$ cat config.mk
export PLATFORM = sky130hd
export DESIGN_NAME = serial_hunt_aligner
export DESIGN_NICKNAME = d
export VERILOG_FILES = /design/src/rtl/sha_pkg.sv /design/src/rtl/sha_window.sv /design/src/rtl/sha_oof_edge.sv /design/src/rtl/sha_phase_ctrl.sv /design/src/rtl/serial_hunt_aligner.sv
export SDC_FILE = /design/constraint.sdc
export NUM_CORES = 1
export LEC_CHECK = 0
export BUFFER_PORTS_ARGS = -buffer_cell sky130_fd_sc_hd__clkbuf_2
export CORE_MARGIN = 4
export CORE_UTILIZATION = 45
export DETAILED_ROUTE_END_ITERATION = 16
export GPL_ROUTABILITY_DRIVEN = 0
export PLACE_DENSITY = 0.67
export SLEW_MARGIN = 10
export SYNTH_ARGS = -nofsm -noshare
export SYNTH_HDL_FRONTEND = slang
export SYNTH_SLANG_ARGS = --single-unit
$ cat constraint.sdc
create_clock -name clk -period 1.9 [get_ports clk]
set_clock_uncertainty 0.1 [all_clocks]
set_input_delay 0 -clock clk [delete_from_list [all_inputs] [get_ports clk]]
set_output_delay 0 -clock clk [all_outputs]
set_load 0.05 [all_outputs]
$ cat src/rtl/sha_pkg.sv
package sha_pkg;

    localparam int unsigned DEF_WORD_W = 8;
    localparam logic [7:0]  DEF_FRAME_WORD = 8'hF6;

    typedef enum logic [1:0] {
        ARM_OFF   = 2'd0,
        ARM_HUNT  = 2'd1,
        ARM_TRACK = 2'd2
    } arm_state_e;

    typedef struct packed {
        logic arm;
        logic disarm;
    } oof_evt_t;

    // Arming edge has priority over any disarm source, then a match.
    function automatic arm_state_e arm_next(
        input arm_state_e cur,
        input logic       arm,
        input logic       disarm,
        input logic       hit
    );
        arm_state_e nx;
        nx = cur;
        if (arm)
            nx = ARM_HUNT;
        else if (disarm)
            nx = ARM_OFF;
        else if (hit)
            nx = ARM_TRACK;
        return nx;
    endfunction

endpackage

$ cat src/rtl/sha_window.sv
module sha_window #(
    parameter int unsigned W = 8
) (
    input  logic         clk,
    input  logic         rst,
    input  logic         bit_en,
    input  logic         bit_in,
    output logic [W-1:0] win_next
);
    logic [W-1:0] win_q;

    assign win_next = {win_q[W-2:0], bit_in};

    always_ff @(posedge clk) begin
        if (rst)
            win_q <= '0;
        else if (bit_en)
            win_q <= win_next;
    end
endmodule

$ cat src/rtl/sha_oof_edge.sv
module sha_oof_edge
    import sha_pkg::*;
(
    input  logic     clk,
    input  logic     rst,
    input  logic     bit_en,
    input  logic     oof_n,
    input  logic     frm_dis,
    output oof_evt_t evt
);
    logic oof_q;
    logic fall;

    assign fall       = bit_en & oof_q & ~oof_n;
    assign evt.arm    = fall & ~frm_dis;
    assign evt.disarm = fall & frm_dis;

    always_ff @(posedge clk) begin
        if (rst)
            oof_q <= 1'b1;
        else if (bit_en)
            oof_q <= oof_n;
    end
endmodule

$ cat src/rtl/sha_phase_ctrl.sv
module sha_phase_ctrl
    import sha_pkg::*;
#(
    parameter int unsigned W   = 8,
    parameter logic [W-1:0] PAT = 8'hF6
) (
    input  logic         clk,
    input  logic         rst,
    input  logic         bit_en,
    input  logic [W-1:0] win_next,
    input  oof_evt_t     evt,
    input  logic         frame_pulse,
    output logic [W-1:0] word_out,
    output logic         word_stb,
    output logic         word_valid
);
    localparam int unsigned CW = (W > 1) ? $clog2(W) : 1;
    localparam logic [CW-1:0] LAST = CW'(W - 1);

    arm_state_e    st_q;
    arm_state_e    st_nx;
    logic [CW-1:0] cnt_q;
    logic          hit;
    logic          wrap;
    logic          emit;

    assign hit   = bit_en && (st_q != ARM_OFF) && (win_next == PAT);
    assign wrap  = bit_en && (cnt_q == LAST);
    assign st_nx = arm_next(st_q, evt.arm, evt.disarm | frame_pulse, hit);
    assign emit  = (hit || (wrap && st_q != ARM_HUNT)) && (st_nx != ARM_HUNT);

    assign word_valid = (st_q != ARM_HUNT);

    always_ff @(posedge clk) begin
        if (rst) begin
            st_q     <= ARM_OFF;
            cnt_q    <= '0;
            word_out <= '0;
            word_stb <= 1'b0;
        end else begin
            st_q     <= st_nx;
            word_stb <= emit;
            if (bit_en)
                cnt_q <= (hit || wrap) ? '0 : cnt_q + 1'b1;
            if (emit)
                word_out <= win_next;
        end
    end
endmodule

$ cat src/rtl/serial_hunt_aligner.sv
module serial_hunt_aligner
    import sha_pkg::*;
#(
    parameter int unsigned W   = DEF_WORD_W,
    parameter logic [W-1:0] PAT = DEF_FRAME_WORD
) (
    input  logic         clk,
    input  logic         rst,
    input  logic         bit_en,
    input  logic         bit_in,
    input  logic         oof_n,
    input  logic         frm_dis,
    input  logic         frame_pulse,
    output logic [W-1:0] word_out,
    output logic         word_stb,
    output logic         word_valid
);
    logic [W-1:0] win_next;
    oof_evt_t     evt;

    sha_window #(.W(W)) u_win (
        .clk      (clk),
        .rst      (rst),
        .bit_en   (bit_en),
        .bit_in   (bit_in),
        .win_next (win_next)
    );

    sha_oof_edge u_edge (
        .clk     (clk),
        .rst     (rst),
        .bit_en  (bit_en),
        .oof_n   (oof_n),
        .frm_dis (frm_dis),
        .evt     (evt)
    );

    sha_phase_ctrl #(.W(W), .PAT(PAT)) u_ctrl (
        .clk         (clk),
        .rst         (rst),
        .bit_en      (bit_en),
        .win_next    (win_next),
        .evt         (evt),
        .frame_pulse (frame_pulse),
        .word_out    (word_out),
        .word_stb    (word_stb),
        .word_valid  (word_valid)
    );
endmodule

### Word-level counts from Yosys, hierarchy flattened

Cells that the tools add are included.

| cells by class | value |
|---|---|
| add/sub/neg operators | 1 |
| equality and inequality tests | 4 |
| multiplexer cells | 4 |
| bitwise logic cells | 7 |
| reductions and logical operators | 8 |

Operators with widths:

| cell | count |
|---|---|
| $eq 8x8->1 const B | 1 |
| $mux 2 | 3 |
| $logic_and 1x1->1 | 5 |
| $and 1x1->1 | 4 |
| $ne 2x1->1 const B | 2 |
| $add 3x1->3 const B | 1 |
| $eq 3x3->1 const B | 1 |
| $mux 3 | 1 |
| $logic_or 1x1->1 | 2 |
| $not 1->1 | 2 |
| $reduce_bool 2->1 | 1 |
| $or 1x1->1 | 1 |

| storage, ports and cells | value |
|---|---|
| register bits | 22 |
| input port bits | 7 |
| logic and storage cells | 30 |

### Longest topological paths before layout

| logic depth | value |
|---|---|
| word-level depth | 8 |
| mapped depth | 5 |
| gate-level depth less buffers | 5 |

### Cells and area by module

Synthesis repeated with hierarchy kept, for this count alone.

| second synthesis, totals | value |
|---|---|
| cell total of the unflattened synthesis | 97 |
| area total of the unflattened synthesis | 987.2 µm² |

By module, submodules not included:

| module | times used | cells an instance | area each (µm²) |
|---|---|---|---|
| sha_phase_ctrl | 1 | 68 | 671.9 |
| sha_window | 1 | 23 | 255.2 |
| sha_oof_edge | 1 | 6 | 60.1 |

### Least setup slack after synthesis

Ideal clock, no wire load.

| timing path | value |
|---|---|
| kind | reg-to-reg |
| from | reg u_ctrl.st_q[1] |
| to | reg u_ctrl.word_out[0] |
| library setup time | 0.072 ns |
| arrival time | 1.508 ns |
| data required time | 1.728 ns |
| slack | 0.220 ns |
| stages on the path, launching flop included | 5 |
| buffers on the path | 0 |
| period minus slack after synthesis | 1.680 ns |
| path through | dfxtp_1 > nand2b_1 > nand3_1 > a21oi_4 > mux2i_1 |

| on the way | value |
|---|---|
| elaborated cells on any way between the ends | 11 |
| those cells by class | eq/ne (2); mux (3); reduce/logical (6) |

RTL lines:

| element | line | text |
|---|---|---|
| start: declaration | sha_phase_ctrl.sv:20 | `arm_state_e st_q;` |
| start signal: assignment | sha_phase_ctrl.sv:41 | `st_q <= st_nx;` |
| $ne 2x1->1 | -- |  |
| via word_valid | serial_hunt_aligner.sv:16 | `output logic word_valid` |
| $logic_and 1x1->1 | sha_phase_ctrl.sv:30 | `assign emit = (hit \|\| (wrap && st_q != ARM_HUNT)) && (st_nx != ARM_HUNT);` |
| $logic_or 1x1->1 | sha_phase_ctrl.sv:30 |  |
| $logic_and 1x1->1 | sha_phase_ctrl.sv:30 |  |
| end signal: assignment | sha_phase_ctrl.sv:46 | `word_out <= win_next;` |
| end: declaration | sha_phase_ctrl.sv:13 | `output logic [W-1:0] word_out,` |

The timed path passes the listed nets, and every way through them passes these cells.
A chain may end at the register's enable or synchronous reset.

### Worst setup path after layout

| timing path | value |
|---|---|
| from | reg u_win.win_q[2] |
| to | reg u_ctrl.word_out[0] |

| on the way | value |
|---|---|
| word-level cells in the longest chain between the ends | 7 |
| elaborated cells on any way between the ends | 8 |
| those cells by class | eq/ne (2); mux (3); reduce/logical (3) |

RTL lines:

| element | line | text |
|---|---|---|
| start: declaration | sha_window.sv:10 | `logic [W-1:0] win_q;` |
| start signal: assignment | sha_window.sv:18 | `win_q <= win_next;` |
| $eq 8x8->1 (*) | sha_phase_ctrl.sv:27 | `assign hit = bit_en && (st_q != ARM_OFF) && (win_next == PAT);` |
| $logic_and 1x1->1 (*) | sha_phase_ctrl.sv:27 |  |
| $mux 2 | sha_pkg.sv:30 | `else if (hit)` |
| $mux 2 | sha_pkg.sv:28 | `else if (disarm)` |
| $mux 2 | sha_pkg.sv:26 | `if (arm)` |
| $ne 2x1->1 | sha_phase_ctrl.sv:30 |  |
| $logic_and 1x1->1 (*) | sha_phase_ctrl.sv:30 |  |

Every way passes the cells marked *; elsewhere a longest branch is shown, timed or not.

==> run metrics <==
synth top area cells dfxtp_1, mux2i_1, nand2b_1, nor2_1, ha_1; fmax 0.575 GHz; Sw Share 0.200; layout cell share with drive strength beyond 1 0.217; multiplexer area fraction after synthesis 0.159; Hold Slack 0.0388 ns; critical path peak fanout 6; post-synthesis xor/xnor area fraction 0; vias slightly above 700; Pleak ~0.46 nW; Total Nets Final 125; Final Max Tran Viols 0; number of diodes 0; crit share post-route 0.916; largest net degree at the start of global routing 31; slack of the critical path 0.160 ns; post-synthesis adder-cell area fraction 0.0266; first-pass GRT wire length 2.83 mm; Cell variety after synth 25; Critical Setup Path Class flop to flop; cell taking the most area after synthesis dfxtp_1; clock share of power 0.398; mapped cell area 942 sq um; Max-Cap Viols 0; Max clock buf depth 2; Worst path max stage delay between 0.5 and 0.6 ns; post-placement cell area 0.00104 sq mm; Yosys reg bits 22; starting density of the core 0.475; Clock Tree Root clkbuf_4; Synth Area in Simple Gates 0.235; DIE AREA 0.00289 sq mm; CP Cell Sequence nand4b_1 -> or3_1 -> a21oi_4 -> buf_4 -> mux2i_1; Non-Filler Instances 142; sequential share of power 0.533; Vias/cell 4.99; Total Wirelength about 1.6 mm; area share of the largest cell type after synthesis 0.467; Clock transition at path regs 0.13 ns; CP Launch Type flop; CTS Buf Count 3; syn nets 102; Buf/Inv on CP 1; Remaining DRCs 0; Wirelength per Cell 11.6 um; initial antenna violation count 0; hpwl dp 1.13 mm; total chip power slightly below 0.9 mW; RSZ-0062 raised after global routing false; yosys warns 0; final setup fails 0; Ports 17; post-route cell area 0.00114 sq mm; IO buf count 16; register area share after synthesis 0.467; ANT nets after route 0; Die Width 53.8 um; Initial DRT Pass Iterations 2; WP data arrival about 1.9 ns; Slowest-stage cell, CP or3_1; status complete, no violations; Compound-Gate Fraction of Synth Area 0.0784; core area 0.00198 sq mm; Peak supply drop 423 uV; DP Cell Count roughly 130; P_int 0.714 mW; Die Ht 53.8 um; number of global-route vias before repair just under 700; Worst Max-Slew Pin Slew 0.500 ns; Setup TNS 0 ns; final core occ 0.577; pre-CTS WS 0.114 ns; max_slew headroom 0.664; Data required, critical path 2.05 ns; cells after synthesis between 90 and 100; Comb power frac 0.069; worst hold path class input pin to flop; Top Family by Delay on Critical Path simple AND/OR/NAND/NOR gates; PD cells 780 mW/mm^2; sw power 0.178 mW; # clock sinks 22; crit path capture type flop; TritonCTS clock tree built; clock period minus worst slack 1.74 ns; largest family of logic cells by synthesized area simple AND/OR/NAND/NOR gates; Syn Area/Cell a little over 10 sq um; Iter 0 DRT Violations 7; total congestion overflow 0; Final Hold Vio Count 0; Rows 16; synthesis-to-finish area growth 21.4%; CTS H-tree lvls 1; Total Routing Usage GR 0.137; Clock Latency Late Sink 0.31 ns
Yosys cell counts, drive strengths merged:
master and count:
mux2i 15, nor2b 3, ha 2, nor2 12, a32oi 2, a211o 1, o21ba 1, nand2 1
a22oi 1, nor3 2, nand3b 1, clkbuf 3, a21oi 1, nand3 1, inv 1, nor3b 1
a31oi 1, o211ai 1, nand2b 15, nand4b 1, or2b 2, dfxtp 22, buf 2, or3 1
path summary, 6_finish.rpt:
check	from	endpoint	slack (ns)	cells after the start
max	u_win.win_q[2]	u_ctrl.word_out[0]	0.16	5
min	bit_en	u_edge.oof_q	0.04	3
max reg2reg	u_win.win_q[2]	u_ctrl.word_out[0]	0.16	5
min reg2reg	u_ctrl.word_out[3]	u_ctrl.word_out[3]	0.38	2
repair_timing:
| action | CTS | global route |
|---|---|---|
| hold buffers | 4 | 0 |
| gates resized for setup | 0 | 0 |
| endpoints found under the hold margin | 5 | 0 |
| setup buffers | 0 | 2 |
| setup endpoints to repair | 0 | 8 |
routing by layer:
metal | share of wire | routed length (um) | up-vias | track usage
met3 | 0.045 | 74 | 2 | 0.0332
met4 | 0.0073 | 12 | 0 | 0.0638
li1 | - | - | 362 | -
met1 | 0.51 | 849 | 328 | 0.178
met2 | 0.43 | 713 | 17 | 0.212
met5 | 0 | 0 | - | 0
layout by cell type, fill, tap and decap left out, types with 2 or more instances in the layout:
master / count
nor3_1: 2
nor2_1: 12
dfxtp_1: 22
buf_4: 3
mux2i_1: 15
clkbuf_2: 16
ha_1: 2
or2b_1: 2
nor2b_1: 3
nand2b_1: 15
clkbuf_4: 3
dlygate4sd3_1: 4
a32oi_1: 2
worst register-to-register path: cells and delay by family, from the launching register on:
| family | cells | cell delay [ns] |
|---|---|---|
| simple gates | 2 | 0.68 |
| flops | 1 | 0.36 |
| mux | 1 | 0.18 |
| buf+inv | 1 | 0.16 |
| compound gates | 1 | 0.20 |
power by group through the flow:
stage          clock (mW)  combinational, mW  sequential [mW]
2_1_floorplan           0             0.0411            0.484
3_3_place_gp            0             0.0540            0.485
3_5_place_dp            0             0.0557            0.485
4_1_cts             0.366             0.0618            0.475
5_1_grt             0.388             0.0685            0.477
6_report            0.355             0.0616            0.475
logic make-up after synthesis:
| group | Yosys count |
|---|---|
| AO/OA/AOI/OAI | 8 |
| adder cells (fa/ha/maj) | 2 |
| AND/OR/NAND/NOR | 40 |
| multiplexers | 15 |
| flip-flops | 22 |
| buffers and inverters | 6 |
layout make-up:
class | count | area [sq um]
sequential | 22 | 440
clock inverter | 1 | 30.0
timing repair buffer | 23 | 143
multi-input combinational | 65 | 470
clock buffer | 3 | 22.5
tap | 27 | 33.8
fill | 171 | 838
inverter | 1 | 3.75
flip-flops by register name (all words and copies together) (netlist names):
signal / cells
u_edge.oof_q: 1
u_win.win_q: 7
u_ctrl.word_out: 8
u_ctrl.cnt_q: 3
u_ctrl.st_q: 2
u_ctrl.word_stb: 1
Note: power is estimated with default switching activity, not from simulation.
